`src/rtl/status_spi_readout_pkg.sv`:
```
package status_spi_readout_pkg;
  localparam int DEF_WORD_W = 16;
  localparam int DEF_SYNC_STAGES = 2;

  typedef struct packed {
    logic cs_fall;
    logic cs_rise;
    logic clk_rise;
  } spi_evt_t;
endpackage

```
`src/rtl/sro_sync.sv`:
```
module sro_sync #(
  parameter int STAGES = 2,
  parameter bit RST_VAL = 1'b0
) (
  input  logic clk,
  input  logic rst,
  input  logic d,
  output logic q
);
  logic [STAGES-1:0] pipe;

  always_ff @(posedge clk) begin
    if (rst) pipe <= {STAGES{RST_VAL}};
    else     pipe <= {pipe[STAGES-2:0], d};
  end

  assign q = pipe[STAGES-1];
endmodule

```
`src/rtl/sro_edge.sv`:
```
module sro_edge
  import status_spi_readout_pkg::*;
(
  input  logic     clk,
  input  logic     rst,
  input  logic     csn_s,
  input  logic     sclk_s,
  output spi_evt_t evt
);
  logic csn_q, sclk_q;

  always_ff @(posedge clk) begin
    if (rst) begin
      csn_q  <= 1'b1;
      sclk_q <= 1'b0;
    end else begin
      csn_q  <= csn_s;
      sclk_q <= sclk_s;
    end
  end

  // clock edges only count once select has been low for a full cycle
  always_comb begin
    evt.cs_fall  = csn_q & ~csn_s;
    evt.cs_rise  = ~csn_q & csn_s;
    evt.clk_rise = ~sclk_q & sclk_s & ~csn_s & ~csn_q;
  end
endmodule

```
`src/rtl/sro_shifter.sv`:
```
module sro_shifter
  import status_spi_readout_pkg::*;
#(
  parameter int WORD_W = 16
) (
  input  logic              clk,
  input  logic              rst,
  input  spi_evt_t          evt,
  input  logic [WORD_W-1:0] load_word,
  output logic              dout,
  output logic              dout_oe
);
  logic [WORD_W-1:0] shreg;

  always_ff @(posedge clk) begin
    if (rst) begin
      shreg   <= '0;
      dout    <= 1'b0;
      dout_oe <= 1'b0;
    end else if (evt.cs_fall) begin
      shreg   <= load_word;
      dout    <= 1'b0;
      dout_oe <= 1'b1;
    end else if (evt.clk_rise) begin
      dout    <= shreg[WORD_W-1];
      shreg   <= {shreg[WORD_W-2:0], 1'b0};
    end else if (evt.cs_rise) begin
      dout    <= 1'b0;
      dout_oe <= 1'b0;
    end
  end
endmodule

```
`src/rtl/sro_counter.sv`:
```
module sro_counter
  import status_spi_readout_pkg::*;
#(
  parameter int WORD_W = 16,
  parameter int CNT_W = 5
) (
  input  logic             clk,
  input  logic             rst,
  input  spi_evt_t         evt,
  output logic [CNT_W-1:0] bit_cnt,
  output logic             done
);
  localparam logic [CNT_W-1:0] FULL  = CNT_W'(WORD_W);
  localparam logic [CNT_W-1:0] LIMIT = CNT_W'(WORD_W + 1);

  always_ff @(posedge clk) begin
    if (rst) begin
      bit_cnt <= '0;
      done    <= 1'b0;
    end else begin
      done <= evt.cs_rise && (bit_cnt == FULL);
      if (evt.cs_fall)
        bit_cnt <= '0;
      else if (evt.clk_rise && bit_cnt != LIMIT)
        bit_cnt <= bit_cnt + 1'b1;
    end
  end
endmodule

```
`src/rtl/status_spi_readout.sv`:
```
module status_spi_readout
  import status_spi_readout_pkg::*;
#(
  parameter int WORD_W = DEF_WORD_W,
  parameter int SYNC_STAGES = DEF_SYNC_STAGES
) (
  input  logic              clk,
  input  logic              rst,
  input  logic [WORD_W-1:0] status_word,
  input  logic              spi_sclk,
  input  logic              spi_csn,
  output logic              spi_dout,
  output logic              spi_dout_oe,
  output logic              read_done
);
  localparam int CNT_W = $clog2(WORD_W + 2);
  localparam int NPIN = 2;

  logic [NPIN-1:0] pin_raw, pin_s;
  logic            csn_s, sclk_s;
  spi_evt_t        evt;
  logic [CNT_W-1:0] bit_cnt;

  assign pin_raw = {spi_csn, spi_sclk};

  // index 1 is select (idles high), index 0 the serial clock (idles low)
  for (genvar g = 0; g < NPIN; g++) begin : g_sync
    sro_sync #(.STAGES(SYNC_STAGES), .RST_VAL(g == 1)) u_sync (
      .clk(clk), .rst(rst), .d(pin_raw[g]), .q(pin_s[g])
    );
  end

  assign csn_s  = pin_s[1];
  assign sclk_s = pin_s[0];

  sro_edge u_edge (
    .clk(clk), .rst(rst), .csn_s(csn_s), .sclk_s(sclk_s), .evt(evt)
  );

  sro_shifter #(.WORD_W(WORD_W)) u_shift (
    .clk(clk), .rst(rst), .evt(evt), .load_word(status_word),
    .dout(spi_dout), .dout_oe(spi_dout_oe)
  );

  sro_counter #(.WORD_W(WORD_W), .CNT_W(CNT_W)) u_cnt (
    .clk(clk), .rst(rst), .evt(evt), .bit_cnt(bit_cnt), .done(read_done)
  );
endmodule

```
`config.mk`:
```
export PLATFORM = sky130hd
export DESIGN_NAME = status_spi_readout
export DESIGN_NICKNAME = d
export VERILOG_FILES = /design/src/rtl/status_spi_readout_pkg.sv /design/src/rtl/sro_sync.sv /design/src/rtl/sro_edge.sv /design/src/rtl/sro_shifter.sv /design/src/rtl/sro_counter.sv /design/src/rtl/status_spi_readout.sv
export SDC_FILE = /design/constraint.sdc
export NUM_CORES = 1
export LEC_CHECK = 0
export ABC_CLOCK_PERIOD_IN_PS = 1800
export BUFFER_PORTS_ARGS = -buffer_cell sky130_fd_sc_hd__clkbuf_2
export CAP_MARGIN = 10
export CORE_MARGIN = 2
export CORE_UTILIZATION = 49
export CTS_CLUSTER_SIZE = 14
export DETAILED_ROUTE_END_ITERATION = 10
export PLACE_DENSITY = 0.74
export SLEW_MARGIN = 30
export SYNTH_ARGS = -nofsm -noshare
export SYNTH_HDL_FRONTEND = slang
export SYNTH_HIERARCHICAL = 1
export SYNTH_SLANG_ARGS = --single-unit
```
`constraint.sdc`:
```
create_clock -name clk -period 1.8 [get_ports clk]
set_clock_uncertainty 0.15 [all_clocks]
set_input_delay 0.45 -clock clk [delete_from_list [all_inputs] [get_ports clk]]
set_output_delay 0.45 -clock clk [all_outputs]
set_load 0.02 [all_outputs]
```
* After elaboration in Yosys (flattened, before gate mapping)
Cells that the tools add are included.
Operators by class: equality and inequality tests 3, bitwise operators 8, reductions and logical operators 7, $add $sub $neg 1, muxes and demuxes 6
Operators with widths (number):
- $mux 16 | 2
- $reduce_bool 2->1 | 3
- $add 5x1->5 const B | 1
- $and 1x1->1 | 5
- $eq 5x5->1 const B | 1
- $ne 5x5->1 const B | 1
- $mux 1 | 4
- $not 1->1 | 3
- $logic_and 1x1->1 | 2
- $ne 2x2->1 const B | 1
- $reduce_and 2->1 | 1
- $reduce_or 2->1 | 1
Storage, ports and cells: output and inout bits 3, logic and storage cells 34, register bits 30

* Longest topological paths before layout
word-level depth 6, mapped depth 6, mapped depth without buffers 5

* By module
The synthesis kept the hierarchy.
Modules (own cells, without submodules):
- sro_shifter | cells an instance 78, instances 1, area each 862.1 um2
- sro_counter | cells an instance 32, instances 1, area each 296.5 um2
- sro_sync | cells an instance 4, instances 2, area each 52.6 um2
- sro_edge | cells an instance 7, instances 1, area each 82.6 um2

* Worst setup path after synthesis
Ideal clock, no wire load.
path type register -> register, from register u_edge.sclk_q, to register u_shift.shreg[1], slack -15 ps, library setup time 128 ps, data arrival time 1538 ps, buffers on the path 2, cell stages (with the launch flop) 7, period minus slack after synthesis 1815 ps, path through dfxtp_1 -> nor4b_2 -> buf_6 -> buf_12 -> mux2_4 -> mux2i_1 -> nor2_1
RTL lines:
- start: declaration | line sro_edge.sv:10 | logic csn_q, sclk_q;
- start signal: assignment | line sro_edge.sv:18 | sclk_q <= sclk_s;
- end signal: assignment | line sro_shifter.sv:21 | shreg <= load_word;
- end signal: assignment | line sro_shifter.sv:26 | shreg <= {shreg[WORD_W-2:0], 1'b0};
- end: declaration | line sro_shifter.sv:13 | logic [WORD_W-1:0] shreg;

==> run metrics <==
most frequent cell after synthesis=sky130_fd_sc_hd__dfxtp_1; number of buffers added to fix hold violations after cts=0; post-route setup slack=0.129 ns; aggregate negative setup slack=0 ns; CTS HTree Levels=2; growth of design area from synthesis to finish=14.8%; DP HPWL=roughly 1700 microns; number of sinks handled by clock tree synthesis=30; f_max=598 MHz; largest net degree at the start of global routing=22; WL final=2330 microns; pin slew with the least headroom to its limit=0.309 ns; post-synthesis cell area=1350 sq um; worst-case vdd ir drop=0.000644 V; wire length of the first global-routing pass=between 4000 and 5000 microns; data arrival time of the worst path=1.74 ns; final net count=175; met3 GRT Util=7.60%; main combinational cell family by area after synthesis=multiplexers; Remaining Overflow, GRT=0; starting density of the core=50.1%; TritonCTS clock tree=done; Hold Vio Cnt, Final=0; Die Area=3180 sq um; count of max-cap constraint violations=0; Global Route Usage Sum=~17%; Final period util=between 90% and 100%; Async S/R FF share, synth=0%; post-CTS clock slew at the launch and capture registers of the worst setup and hold paths=0.08 ns; Max stage delay on crit path=0.35 ns; clk buf depth=2; mean post-synth cell area=between 10 and 15 sq um; number of rows in the core area=19; total vias in the final route=929; Hold Path Origin=spi_csn; multiplexer share of the synthesized area=26.9%; Post-synth top cells=sky130_fd_sc_hd__dfxtp_1 (30), sky130_fd_sc_hd__nor2_1 (20), sky130_fd_sc_hd__mux2i_1 (17); worst path required time=around 1.9 ns; leakage power=0.646 nW; number of pins exceeding their max-slew limit in the final report=0; outcome=finished, final reports clean; commonest register cell after synthesis=sky130_fd_sc_hd__dfxtp_1; Port-buffer cells=22; Root Buffer=sky130_fd_sc_hd__clkbuf_4; proportion of netlist area held by the largest area contributor=between 40 and 50%; number of antenna-violating nets in the routed design=0; Final Instance Area=1550 sq um; classification of the worst setup path=flop to flop; unrepaired setup endpoints after global routing=false; Die Width=56.4 microns; xor/xnor cell area share of the yosys netlist=between 1.5 and 2%; instance area at placement=1490 sq um; number of enable flip-flop cells after synthesis=0; cell taking the most area after synthesis=sky130_fd_sc_hd__dfxtp_1; overall power of the completed layout=1.16 mW; maximum fanout along the worst path=12; Resized Gates After CTS=0; Die Height=56.4 microns; met1 global-route usage=a little under a fifth; Hold WS=0.161 ns; Num CTS Buffers=5; Compound-Gate Fraction of Synth Area=between 1 and 1.5%; Initial DRT Pass Iterations=4; Core Region=2690 sq um; share of cells above drive strength 1=33.8%; Synth Area in Simple Gates=18.0%; kind of path behind the tightest hold check=input pin to flop; Via-to-Cell Ratio=5.10; post-layout minimum cycle time=between 1.5 and 2 ns; pre-CTS setup slack=0.142 ns; net count after synthesis=148; post-CTS repair timing setup buffer count=0; routability congestion estimate from global placement=0.707; DRC violation total after the first TritonRoute iteration=16; count of unresolved DRC violations after routing=0; largest cells by area after synthesis=sky130_fd_sc_hd__dfxtp_1 (45%), sky130_fd_sc_hd__mux2i_1 (13%), sky130_fd_sc_hd__mux2_2 (7.5%); clock latency on the worst-skew pair=0.32 ns; Critical R2R Launch=u_edge/csn_q; drt wl/cell=12.8 microns; diodes inserted=0; Cell variety after synth=27; global routing met2 resource utilization=27.4%; cell count after synthesis=125; Ys Warns=6; origin of the worst setup path=u_edge/csn_q; vias in the first global route=938; number of antenna violations at the first check in global routing=0; PD cells=753 nW/um^2; cell chain of the critical path=nor4b_4, buf_4, mux2_2, mux2i_1, nor2_1; Slew headroom=79.3%; # setup viols final=0; #FFs+latches synth=30; count of boundary I/O pins=23; Post-Synth Adder-Cell Area=2.79%; Worst Setup End Kind=flop; GRT busiest layer=met2; sequential area share after synthesis=44.6%; startpoint kind of the worst setup timing path=flop; slowest stage cell on the critical path=sky130_fd_sc_hd__mux2_2
[power by group]
group / switching, mW / internal [mW] / total (mW)
Clock: 0.203 / 0.176 / 0.379
Sequential: 0.0102 / 0.682 / 0.692
Combinational: 0.0417 / 0.0510 / 0.0927
[layer usage]
| metal | share of wire, % | routed length, microns | vias up |
|---|---|---|---|
| met4 | 1.8 | 43 | 0 |
| met5 | 0 | 0 | - |
| met2 | 48 | 1120 | 18 |
| li1 | - | - | 474 |
| met3 | 4.7 | 109 | 5 |
| met1 | 45 | 1060 | 432 |
[layout by cell type, fill, tap and decap left out, types with 5 or more instances in the layout]
cell type / count
sky130_fd_sc_hd__clkbuf_2: 22
sky130_fd_sc_hd__clkbuf_4: 5
sky130_fd_sc_hd__dfxtp_1: 30
sky130_fd_sc_hd__mux2_2: 9
sky130_fd_sc_hd__mux2_4: 6
sky130_fd_sc_hd__mux2i_1: 17
sky130_fd_sc_hd__nand2_1: 6
sky130_fd_sc_hd__nor2_1: 20
[cells by family (layout without fill, tap and decap cells)]
group,after synthesis,after routing
simple gates,46,46
mux,32,32
flops,30,30
buf+inv,8,34
fa+ha+maj,3,3
compound gates,3,3
xor+xnor,3,3
[worst max-delay path: cells and delay by family (launching register included)]
kind	cells	cell delay, ns
buffers and inverters	1	0.26
multiplexers	2	0.50
AND/OR/NAND/NOR	2	0.33
flip-flops	1	0.34
[state kept, by name (all words and copies together), names as in the netlist]
| register | flops |
|---|---|
| u_shift/shreg | 16 |
| u_cnt/bit_cnt | 5 |
| g_sync.u_sync/pipe | 4 |
| u_cnt/done | 1 |
| u_edge/csn_q | 1 |
| u_edge/sclk_q | 1 |
| u_shift/dout | 1 |
| u_shift/dout_oe | 1 |
[final timing paths]
kind | end | slack (ns) | cells after the start
setup / recovery | u_shift/shreg[15] | 0.13 | 5
setup reg to reg | u_shift/shreg[15] | 0.13 | 5
hold reg to reg | g_sync[1].u_sync/pipe[1] | 0.26 | 1
hold / removal | g_sync[1].u_sync/pipe[0] | 0.16 | 2
[final cells by class]
type | instances | area, sq um
clock buffers | 6 | 51.3
multi-input cells | 87 | 694
repair buffers | 26 | 153
inverters | 2 | 7.51
flip-flops and latches | 30 | 601
well taps | 31 | 38.8
fillers | 257 | 1140
[per-stage QoR]
stage / util [%] / std cells
after floorplan: - / 125
after global placement: 55.6 / 176
after detailed placement: 55.6 / 176
final: 57.5 / 182
after CTS: 57.5 / 182
after global routing: 57.5 / 182
Note: power is estimated with default switching activity, not from simulation.
